===== config.mk =====
export PLATFORM = sky130hd
export DESIGN_NAME = twi_regport
export DESIGN_NICKNAME = d
export VERILOG_FILES = /design/src/rtl/twi_pkg.sv /design/src/rtl/twi_sync.sv /design/src/rtl/twi_ptr.sv /design/src/rtl/twi_regport.sv
export SDC_FILE = /design/constraint.sdc
export NUM_CORES = 1
export LEC_CHECK = 0
export ABC_CLOCK_PERIOD_IN_PS = 4400
export BUFFER_PORTS_ARGS = -buffer_cell sky130_fd_sc_hd__buf_2
export CORE_MARGIN = 4
export CORE_UTILIZATION = 55
export DETAILED_ROUTE_END_ITERATION = 7
export GPL_TIMING_DRIVEN = 1
export PLACE_DENSITY = 0.78
export SLEW_MARGIN = 20
export SYNTH_ARGS = -nofsm -noshare
export SYNTH_HDL_FRONTEND = slang
export SYNTH_HIERARCHICAL = 1
export SYNTH_SLANG_ARGS = --single-unit

===== constraint.sdc =====
create_clock -name clk -period 4.4 [get_ports clk]
set_input_delay 0.66 -clock clk [delete_from_list [all_inputs] [get_ports clk]]
set_output_delay 0.66 -clock clk [all_outputs]
set_load 0.03 [all_outputs]

===== src/rtl/twi_pkg.sv =====
package twi_pkg;

  localparam int BYTE_W = 8;

  typedef enum logic [2:0] {
    ST_IDLE,
    ST_ADDR,
    ST_AACK,
    ST_RXB,
    ST_WACK,
    ST_TXB,
    ST_MACK,
    ST_SKIP
  } twi_state_e;

  function automatic logic [BYTE_W-1:0] shift_in(input logic [BYTE_W-1:0] b, input logic bit_in);
    return {b[BYTE_W-2:0], bit_in};
  endfunction

  function automatic logic addr_hit(input logic [BYTE_W-1:0] b, input logic [6:0] dev);
    return (b[BYTE_W-1:1] == dev);
  endfunction

endpackage


===== src/rtl/twi_sync.sv =====
module twi_sync #(
  parameter int LINES  = 2,
  parameter int STAGES = 2
) (
  input  logic             clk,
  input  logic             rst_n,
  input  logic [LINES-1:0] din,
  output logic [LINES-1:0] lvl,
  output logic [LINES-1:0] prev
);

  for (genvar g = 0; g < LINES; g++) begin : g_line
    logic [STAGES-1:0] chain;
    always_ff @(posedge clk or negedge rst_n) begin
      if (!rst_n) begin
        chain   <= '1;
        prev[g] <= 1'b1;
      end else begin
        chain   <= {chain[STAGES-2:0], din[g]};
        prev[g] <= chain[STAGES-1];
      end
    end
    assign lvl[g] = chain[STAGES-1];
  end

endmodule


===== src/rtl/twi_ptr.sv =====
module twi_ptr #(
  parameter int W = 8
) (
  input  logic         clk,
  input  logic         rst_n,
  input  logic         load,
  input  logic [W-1:0] load_val,
  input  logic         step,
  output logic [W-1:0] ptr
);

  function automatic logic [W-1:0] ptr_next(input logic [W-1:0] p);
    return p + {{(W-1){1'b0}}, 1'b1};
  endfunction

  always_ff @(posedge clk or negedge rst_n) begin
    if (!rst_n)    ptr <= '0;
    else if (load) ptr <= load_val;
    else if (step) ptr <= ptr_next(ptr);
  end

endmodule


===== src/rtl/twi_regport.sv =====
module twi_regport
  import twi_pkg::*;
#(
  parameter int PTR_W       = 8,
  parameter int SYNC_STAGES = 2
) (
  input  logic             clk,
  input  logic             rst_n,
  input  logic             scl_i,
  input  logic             sda_i,
  input  logic [6:0]       slv_addr,
  output logic             sda_oe,
  output logic             reg_wr,
  output logic [PTR_W-1:0] reg_addr,
  output logic [7:0]       reg_wdata,
  input  logic [7:0]       reg_rdata
);

  localparam int CNT_W = $clog2(BYTE_W + 1);
  localparam logic [CNT_W-1:0] CNT_FULL = CNT_W'(BYTE_W);

  logic [1:0] lvl, prv;
  logic scl_lvl, sda_lvl, scl_rise, scl_fall, ev_start, ev_stop;

  twi_sync #(.LINES(2), .STAGES(SYNC_STAGES)) u_sync (
    .clk (clk),
    .rst_n (rst_n),
    .din ({sda_i, scl_i}),
    .lvl (lvl),
    .prev (prv)
  );

  assign scl_lvl  = lvl[0];
  assign sda_lvl  = lvl[1];
  assign scl_rise = scl_lvl & ~prv[0];
  assign scl_fall = ~scl_lvl & prv[0];
  assign ev_start = scl_lvl & prv[0] & prv[1] & ~sda_lvl;
  assign ev_stop  = scl_lvl & prv[0] & ~prv[1] & sda_lvl;

  twi_state_e       state;
  logic [CNT_W-1:0] cnt;
  logic [7:0]       rx_sh, tx_sh;
  logic             rw, have_ptr, mack, oe;
  logic             byte_full, wr_fire, ptr_load, rd_step, ptr_inc;
  logic [PTR_W-1:0] ptr;

  assign byte_full = (cnt == CNT_FULL);
  assign wr_fire   = scl_fall & byte_full & (state == ST_RXB) & have_ptr;
  assign ptr_load  = scl_fall & byte_full & (state == ST_RXB) & ~have_ptr;
  assign rd_step   = scl_fall & byte_full & (state == ST_TXB);
  assign ptr_inc   = wr_fire | rd_step;

  twi_ptr #(.W(PTR_W)) u_ptr (
    .clk (clk),
    .rst_n (rst_n),
    .load (ptr_load),
    .load_val (PTR_W'(rx_sh)),
    .step (ptr_inc),
    .ptr (ptr)
  );

  always_ff @(posedge clk or negedge rst_n) begin
    if (!rst_n) begin
      state    <= ST_IDLE;
      cnt      <= '0;
      rx_sh    <= '0;
      tx_sh    <= '0;
      rw       <= 1'b0;
      have_ptr <= 1'b0;
      mack     <= 1'b0;
      oe       <= 1'b0;
    end else if (ev_start) begin
      state    <= ST_ADDR;
      cnt      <= '0;
      oe       <= 1'b0;
      have_ptr <= 1'b0;
    end else if (ev_stop) begin
      state <= ST_IDLE;
      cnt   <= '0;
      oe    <= 1'b0;
    end else begin
      unique case (state)
        ST_ADDR: begin
          if (scl_rise) begin
            rx_sh <= shift_in(rx_sh, sda_lvl);
            cnt   <= cnt + 1'b1;
          end else if (scl_fall && byte_full) begin
            cnt <= '0;
            if (addr_hit(rx_sh, slv_addr)) begin
              oe    <= 1'b1;
              rw    <= rx_sh[0];
              state <= ST_AACK;
            end else begin
              state <= ST_SKIP;
            end
          end
        end
        ST_AACK: begin
          if (scl_fall) begin
            cnt <= '0;
            if (rw) begin
              tx_sh <= reg_rdata;
              oe    <= ~reg_rdata[7];
              state <= ST_TXB;
            end else begin
              oe    <= 1'b0;
              state <= ST_RXB;
            end
          end
        end
        ST_RXB: begin
          if (scl_rise) begin
            rx_sh <= shift_in(rx_sh, sda_lvl);
            cnt   <= cnt + 1'b1;
          end else if (scl_fall && byte_full) begin
            cnt      <= '0;
            oe       <= 1'b1;
            have_ptr <= 1'b1;
            state    <= ST_WACK;
          end
        end
        ST_WACK: begin
          if (scl_fall) begin
            oe    <= 1'b0;
            state <= ST_RXB;
          end
        end
        ST_TXB: begin
          if (scl_rise) begin
            cnt <= cnt + 1'b1;
          end else if (scl_fall) begin
            if (byte_full) begin
              oe    <= 1'b0;
              cnt   <= '0;
              state <= ST_MACK;
            end else if (cnt != '0) begin
              tx_sh <= {tx_sh[6:0], 1'b0};
              oe    <= ~tx_sh[6];
            end
          end
        end
        ST_MACK: begin
          if (scl_rise) begin
            mack <= ~sda_lvl;
          end else if (scl_fall) begin
            if (mack) begin
              tx_sh <= reg_rdata;
              oe    <= ~reg_rdata[7];
              state <= ST_TXB;
            end else begin
              state <= ST_IDLE;
            end
          end
        end
        default: ;
      endcase
    end
  end

  assign sda_oe    = oe;
  assign reg_wr    = wr_fire;
  assign reg_addr  = ptr;
  assign reg_wdata = rx_sh;

endmodule


# ---- After elaboration in Yosys (flattened, before gate mapping)
# Cells that the tools add are included.
dict set report totals {
  register_bits 40
  output_inout_bits 18
}
dict set report classes {
  addsub 2
  eq_ne 36
  n_mux 59
  bitwise_logic 23
  reduce_logical 17
}
# op count
set op_table {}
lappend op_table {{$mux W7} 9}
lappend op_table {{$mux W3} 16}
lappend op_table {{$ne A4 B4 Y1 const B} 12}
lappend op_table {{$mux W4} 8}
lappend op_table {{$reduce_and A12 Y1} 2}
lappend op_table {{$pmux W7 S3} 1}
lappend op_table {{$mux W1} 20}
lappend op_table {{$ne A2 B2 Y1 const B} 9}
lappend op_table {{$pmux W3 S6} 1}
lappend op_table {{$mux W8} 2}
lappend op_table {{$reduce_and A14 Y1} 1}
lappend op_table {{$and A1 B1 Y1} 12}
lappend op_table {{$pmux W4 S3} 1}
lappend op_table {{$reduce_and A4 Y1} 3}
lappend op_table {{$ne A5 B5 Y1 const B} 2}
lappend op_table {{$not A1 Y1} 10}
lappend op_table {{$eq A3 B3 Y1 const B} 3}
lappend op_table {{$add A8 B1 Y8 const B} 1}
lappend op_table {{$reduce_bool A8 Y1} 1}
lappend op_table {{$eq A7 B7 Y1} 1}
lappend op_table {{$eq A3 B2 Y1 const B} 2}
lappend op_table {{$pmux W1 S6} 1}
lappend op_table {{$reduce_and A6 Y1} 1}
lappend op_table {{$reduce_bool A2 Y1} 3}
lappend op_table {{other kinds (14)} 15}

# ---- Longest topological paths before layout
# Gate-level depths: netlist (run 1).
dict set report depth {
  word_depth 8
  depth_mapped 11
}

# ---- By module
# The synthesis (run 1) kept the hierarchy.
# module instances cells_per_inst area_per_inst_um2 seq_area_each_um2
set by_module_without_submodules {}
lappend by_module_without_submodules {twi_regport 1 183 1795.5 650.6}
lappend by_module_without_submodules {twi_ptr 1 49 450.4 200.2}
lappend by_module_without_submodules {twi_sync 1 8 172.7 157.7}

# ---- Least setup slack after synthesis (run 1)
# Ideal clock, no wire load.
dict set report synth_timing {
  path_kind {reg-to-output}
  startpoint {register u_sync.g_line[0].chain[1]}
  endpoint {output reg_wr}
  arrival_ns 1.509
  required_time_ns 3.740
  path_slack_ns 2.231
  path_stages_with_launch 8
  path_buffers 1
  cell_sequence {dfstp_2 -> buf_4 -> inv_1 -> ha_1 -> nand4b_1 -> inv_1 -> nand3_1 -> nor2_1}
}
dict set report synth_between {
  elab_chain_cells 5
}
# item line_no
set synth_lines {}
lappend synth_lines {{start: declaration} twi_sync.sv:13} ;# logic [STAGES-1:0] chain;
lappend synth_lines {{start signal: assignment} twi_sync.sv:19} ;# chain <= {chain[STAGES-2:0], din[g]};
lappend synth_lines {{$not A1 Y1} twi_regport.sv:36} ;# assign scl_fall = ~scl_lvl & prv[0];
lappend synth_lines {{$and A1 B1 Y1} twi_regport.sv:36}
lappend synth_lines {{$and A1 B1 Y1 (3 in series)} twi_regport.sv:48} ;# assign wr_fire = scl_fall & byte_full & (state == ST_RXB) & have_ptr;
lappend synth_lines {{end: declaration} twi_regport.sv:13} ;# output logic reg_wr,
# Every way passes these cells.

# ---- Worst setup path after layout (run 1)
dict set report layout_timing {
  startpoint {register state[0]}
  endpoint {output reg_wr}
}
dict set report layout_between {
  elab_chain_cells 3
}
# item line_no
set layout_lines {}
lappend layout_lines {{start: declaration} twi_regport.sv:40} ;# twi_state_e state;
lappend layout_lines {{start signal: assignment} twi_regport.sv:64} ;# state <= ST_IDLE;
lappend layout_lines {{start signal: assignment} twi_regport.sv:73} ;# state <= ST_ADDR;
lappend layout_lines {{start signal: assignment} twi_regport.sv:78} ;# state <= ST_IDLE;
lappend layout_lines {{$eq A3 B2 Y1} twi_regport.sv:48}
lappend layout_lines {{$and A1 B1 Y1 (2 in series)} twi_regport.sv:48}
# Every way passes these cells.

==> results by group, run 1 <==
Timing
  – Final slew viol count: 0
  – Period utilization: 60.9%
  – Clock skew: 0.00643 ns
  – Tmin final: 2.68 ns
  – Final setup fails: 0
  – Setup TNS Final: 0 ns
  – Slew @ Worst Pin: 1.01 ns
  – RSZ-0062 raised after global routing: false
  – Endpoints failing hold: 0
  – Slew HR: 32.5%
  – Achievable frequency: 373 MHz
  – Final worst slack: 1.72 ns

Route
  – 1st-iter DRT viols: 162
  – # DRC: 0
  – Drt pass-1 iters: 5
  – Avg Vias per Cell: 5.94
  – Wirelength, routed: 5070 um
  – Vias: 1,926
  – Post-route ant nets: 0
  – Routed WL per cell: 15.7 um

Outcome
  – Status: completed

Logic synthesis
  – EDFF count, synth: 0
  – Synth async-reset ratio: 100%
  – Mean Syn Cell Area: 10.1 um^2
  – Syn_nets: 266
  – Post-Synthesis Cell Area: 0.00242 mm^2
  – Yosys top cell area share: 35.2%
  – Post-synthesis cell type count: 62
  – Cells after synthesis: 240
  – YS warnings: 6
  – Yosys reg bits: 40
  – Sequential area share after synthesis: 41.7%
  – Cell accounting for the most synthesized area: dfrtp_1
  – Synth top area cells: dfrtp_1, dfstp_2, mux2_2
  – Predominant post-synthesis flop cell: dfrtp_1

Global route
  – Total grt overflow: 0
  – Number of global-route vias before repair: 1,757
  – GRT Util Overall: 20.1%
  – Largest net degree at the start of global routing: 41
  – First-pass GRT wire length: 8450 um
  – Initial antenna violation count: 0

Clock network
  – Reg clk slew, reported paths: 0.08 ns
  – Depth of the CTS H-tree: 2
  – Root buf cell: clkbuf_8
  – CTS Buf Count: 5
  – CTS tree: built
  – Number of buffers inserted by hold repair at cts: 0
  – Clk_lat worst skew: 0.30 ns
  – Max clock buf depth: 2
  – Post-CTS setup buffers: 0
  – Post-CTS Resized: 0
  – Clk sink count: 40

Power and ir drop
  – P per Cell Area: 563 mW/mm^2
  – Max VDD drop: 374 uV
  – Leak: 1.29 nW

Place
  – Hpwl dp: 3770 um
  – PortBufs: 36
  – Dpl ws: 1.83 ns
  – GPL Wtd Cong: 0.976

Floorplan
  – Cell Rows: 23
  – Die ar.: 0.00552 mm^2
  – # IOs: 37
  – Die Height: 74.3 um
  – Die Wd: 74.3 um
  – Core area: 0.00412 mm^2
  – Initial Util: 58.8%

Critical path
  – Crit path required time: 3.74 ns
  – Slowest library cell on the worst path: dfrtp_1
  – Top cell family by delay on the critical path: simple AND/OR/NAND/NOR gates
  – CP Launch Type: flip-flop
  – CP bufs+invs: 1
  – WS Path Type: reg2out
  – Crit Path Max Fanout: 14
  – Crit end category: output pin
  – Critical path, cell by cell: nor2b_1, nand3_1, nor2_1, buf_2
  – Critical Path AT: 2.02 ns
  – CP peak stage delay: 0.57 ns

Layout
  – Share of layout cells above drive strength 1: 29.6%
  – Commonest cells after routing, fill and taps aside: buf_2, nand2_1, dfrtp_1
  – Fill cells: 340
  – P&R area growth vs syn: 12.3%
  – Nets@finish: 299
  – # diodes: 0
  – Commonest non-fill, non-tap cell in the layout: buf_2

Flow run
  – Max-cap violations: 0

Min path
  – Worst hold-check path type: reg2reg
==> synth_stat cells (3+ instances only) <==
library cell	count
a21oi_1	5
or4_1	3
nor2_1	6
nand2_1	34
mux2_1	3
buf_2	3
inv_1	12
mux2i_1	4
dfrtp_1	34
nand3_1	16
dfstp_2	6
nor2b_1	4
buf_4	3
mux2_2	13
o21ai_1	3
xor2_1	3
o21ai_0	14
ha_1	7
xnor2_1	8
nand4_1	4
==> metal layers <==
layer,share of wire (%),GRT usage (%),vias up,routed length (um)
li1,-,-,918,-
met1,43,26.9,919,2200
met2,48,32.9,77,2440
met3,6.2,4.46,12,315
met4,2.3,6.13,0,116
met5,0,0,-,0
==> cells by family (layout without fill, tap and decap cells) <==
group                    Yosys count  in the layout  share of synthesized area [%]
AO/OA/AOI/OAI                     47             47                           14.8
adder cells (fa/ha/maj)            7              7                           3.62
flip-flops                        40             40                           41.7
XOR/XNOR                          12             12                           4.66
AND/OR/NAND/NOR                   89             89                           20.0
multiplexers                      22             22                           10.3
buffers and inverters             23             57                           4.81
==> power breakdown <==
part           switching [mW]  internal (mW)
clock network           0.132          0.185
registers               0.116          0.455
logic                   0.351          0.289
total                   0.598          0.929
==> sequential cells by signal, summed over array words and instances (netlist names) <==
register / flops
reg_wdata: 8
u_ptr/ptr: 8
tx_sh: 7
cnt: 4
u_sync/g_line.chain: 4
state: 3
u_sync/prev: 2
have_ptr: 1
mack: 1
rw: 1
sda_oe: 1
==> per-stage QoR <==
step	power, mW	cells	util (%)	hold slack, ns	instance area [um^2]
floorplan	1.08	240	-	0.345	2420
global placement	1.19	316	63.0	0.347	2590
detailed placement	1.21	316	63.0	0.348	2590
CTS	1.53	324	66.0	0.360	2720
global route	1.62	324	66.0	0.364	2720
finish	1.53	324	66.0	0.358	2720
==> path summary, 6_finish.rpt <==
path	start	to	slack, ns	cells past startpoint
max in group asynchronous	rst_n	tx_sh[5]	3.38	1
max reg2reg	state[0]	u_ptr/ptr[7]	1.72	6
max	state[0]	reg_wr	1.72	4
min	u_sync/g_line[1].chain[0]	u_sync/g_line[1].chain[1]	0.36	0
min reg2reg	u_sync/g_line[1].chain[0]	u_sync/g_line[1].chain[1]	0.36	0
min in group asynchronous	rst_n	u_ptr/ptr[4]	0.46	1
==> layout make-up <==
class | instances | area (um^2) | share of cell area (%)
clock buffer | 6 | 82.6 | 3.04
multi-input combinational | 177 | 1290 | 47.6
timing repair buffer | 36 | 180 | 6.64
tap | 50 | 62.6 | 2.30
clock inverter | 2 | 38.8 | 1.43
inverter | 13 | 48.8 | 1.80
sequential | 40 | 1010 | 37.1
Power figures use the tool's default switching activity.
==> inputs of run 2 (changes only) <==
--- a/config.mk
+++ b/config.mk
@@ -5,7 +5,7 @@
 export SDC_FILE = /design/constraint.sdc
 export NUM_CORES = 1
 export LEC_CHECK = 0
-export ABC_CLOCK_PERIOD_IN_PS = 4400
+export ABC_CLOCK_PERIOD_IN_PS = 2700
 export BUFFER_PORTS_ARGS = -buffer_cell sky130_fd_sc_hd__buf_2
 export CORE_MARGIN = 4
 export CORE_UTILIZATION = 55
==> constraint.sdc (replaced) <==
create_clock -name clk -period 2.7 [get_ports clk]
set_input_delay 0.405 -clock clk [delete_from_list [all_inputs] [get_ports clk]]
set_output_delay 0.405 -clock clk [all_outputs]
set_load 0.03 [all_outputs]
==> run 2 against run 1 <==
Net effect:
- design area increased by 0.92%
- die area stayed put
- non-clock buffer count grew 4
- clock-buffer cell count decreased by 1
- routed wire length rose by 0.45%
- hold slack worse by 0.16 ns
- worst setup slack lost 1.3 ns
- register-to-register slack got worse by 1.3 ns
- critical path depth increased by 2
- total power up 63%
- combinational power increased by 70%
- sequential share of layout area down 0.34 points
==> results by group, run 2 (synthesis gave the netlist of run 1 again) <==
Critical path
  – Crit path required time: 2.30 ns
  – CP Launch Type: flip-flop
  – Crit Path Max Fanout: 6
  – Critical path, cell by cell: ha_1, nand4b_1, inv_1, nand3_1, nor2_1, buf_2
  – CP peak stage delay: 0.55 ns
  – Crit end category: output pin
  – Slowest library cell on the worst path: dfstp_2
  – Critical Path AT: 1.90 ns
  – WS Path Type: reg2out

Clock network
  – CTS tree: built
  – Depth of the CTS H-tree: 2
  – Post-CTS Resized: 0
  – Root buf cell: clkbuf_8
  – Max clock buf depth: 2
  – Reg clk slew, reported paths: 0.09 ns
  – Number of buffers inserted by hold repair at cts: 0
  – Clk sink count: 40
  – Post-CTS setup buffers: 0
  – CTS Buf Count: 5
  – Clk_lat worst skew: 0.30 ns

Floorplan
  – Die Height: 74.3 um
  – Initial Util: 58.8%
  – Cell Rows: 23
  – # IOs: 37
  – Core area: 0.00412 mm^2
  – Die ar.: 0.00552 mm^2
  – Die Wd: 74.3 um

Timing
  – Final slew viol count: 0
  – Final hold slack: 0.196 ns
  – Slew HR: 42.7%
  – Final setup fails: 0
  – RSZ-0062 raised after global routing: false
  – Setup TNS Final: 0 ns
  – Clock skew: 0.00876 ns
  – Slew @ Worst Pin: 0.860 ns
  – Achievable frequency: 435 MHz
  – Period utilization: 85.2%
  – Final worst slack: 0.400 ns
  – Tmin final: 2.30 ns
  – Endpoints failing hold: 0

Route
  – # DRC: 0
  – Drt pass-1 iters: 7
  – Routed WL per cell: 15.5 um
  – Vias: 1,902
  – Post-route ant nets: 0
  – 1st-iter DRT viols: 109
  – Avg Vias per Cell: 5.80
  – Wirelength, routed: 5100 um

Global route
  – Number of global-route vias before repair: 1,772
  – Total grt overflow: 0
  – Met2 Use GR: 32.1%
  – Met1 usage: 27.0%
  – GRT Util Overall: 19.7%
  – Grt met3 use: 4.05%
  – Top Usage Layer GRT: met2
  – Largest net degree at the start of global routing: 41
  – Initial antenna violation count: 0
  – First-pass GRT wire length: 8380 um

Power and ir drop
  – P per Cell Area: 911 mW/mm^2
  – Max VDD drop: 487 uV
  – Leak: 1.30 nW

Layout
  – Commonest non-fill, non-tap cell in the layout: buf_2
  – Commonest cells after routing, fill and taps aside: buf_2, nand2_1, dfrtp_1
  – Final Util: 66.6%
  – Nets@finish: 303
  – P&R area growth vs syn: 13.3%
  – Share of layout cells above drive strength 1: 30.6%
  – # diodes: 0

Place
  – GPL Wtd Cong: 0.921
  – PortBufs: 36
  – Hpwl dp: 3700 um
  – Dpl ws: 0.502 ns

Min path
  – Worst hold-check path type: in2async

Outcome
  – Status: completed

Flow run
  – Max-cap violations: 0
-- run 2: changes by cell type in the layout (fill, tap and decap cells not counted), sizes merged --
cell and delta:
buf +4, clkbuf -1, clkinv +1
-- run 2: critical path, delay by kind of cell (launching register included) --
family | cells | cell delay [ns]
buf+inv | 2 | 0.31
fa+ha+maj | 1 | 0.27
flops | 1 | 0.55
simple gates | 3 | 0.47
-- run 2: cell type report --
| type | count | area (um^2) |
|---|---|---|
| multi-input combinational | 177 | 1290 |
| tap | 50 | 62.6 |
| timing repair buffer | 40 | 210 |
| inverter | 13 | 48.8 |
| fill | 342 | 1380 |
| sequential | 40 | 1010 |
| clock inverter | 3 | 47.5 |
| clock buffer | 5 | 68.8 |
-- run 2: final timing paths --
| kind | from | end | slack (ns) | cells after the start |
|---|---|---|---|---|
| min in group clk | scl_i | u_sync/g_line[0].chain[0] | 0.20 | 1 |
| hold / removal | rst_n | u_ptr/ptr[5] | 0.20 | 1 |
| setup reg to reg | u_sync/g_line[0].chain[1] | u_ptr/ptr[7] | 0.47 | 9 |
| hold reg to reg | u_sync/g_line[0].chain[0] | u_sync/g_line[0].chain[1] | 0.36 | 0 |
| max in group asynchronous | rst_n | tx_sh[6] | 1.94 | 1 |
| setup / recovery | u_sync/prev[0] | reg_wr | 0.40 | 6 |
-- run 2: metrics by stage --
stage / instances / instance area (um^2) / total power [mW]
global placement: 320 / 2620 / 1.97
finish: 328 / 2740 / 2.50
global route: 328 / 2740 / 2.64
CTS: 328 / 2740 / 2.50
detailed placement: 320 / 2620 / 2.00
floorplan: 240 / 2420 / 1.77
-- run 2: per-layer routing --
layer / vias up / routed length [um]
met5: - / 0
met4: 0 / 83
met3: 12 / 285
met2: 66 / 2400
met1: 902 / 2330
li1: 922 / -
-- run 2: power breakdown --
group / internal [mW] / switching, mW
clock: 0.278 / 0.221
combinational: 0.490 / 0.602
sequential: 0.742 / 0.162
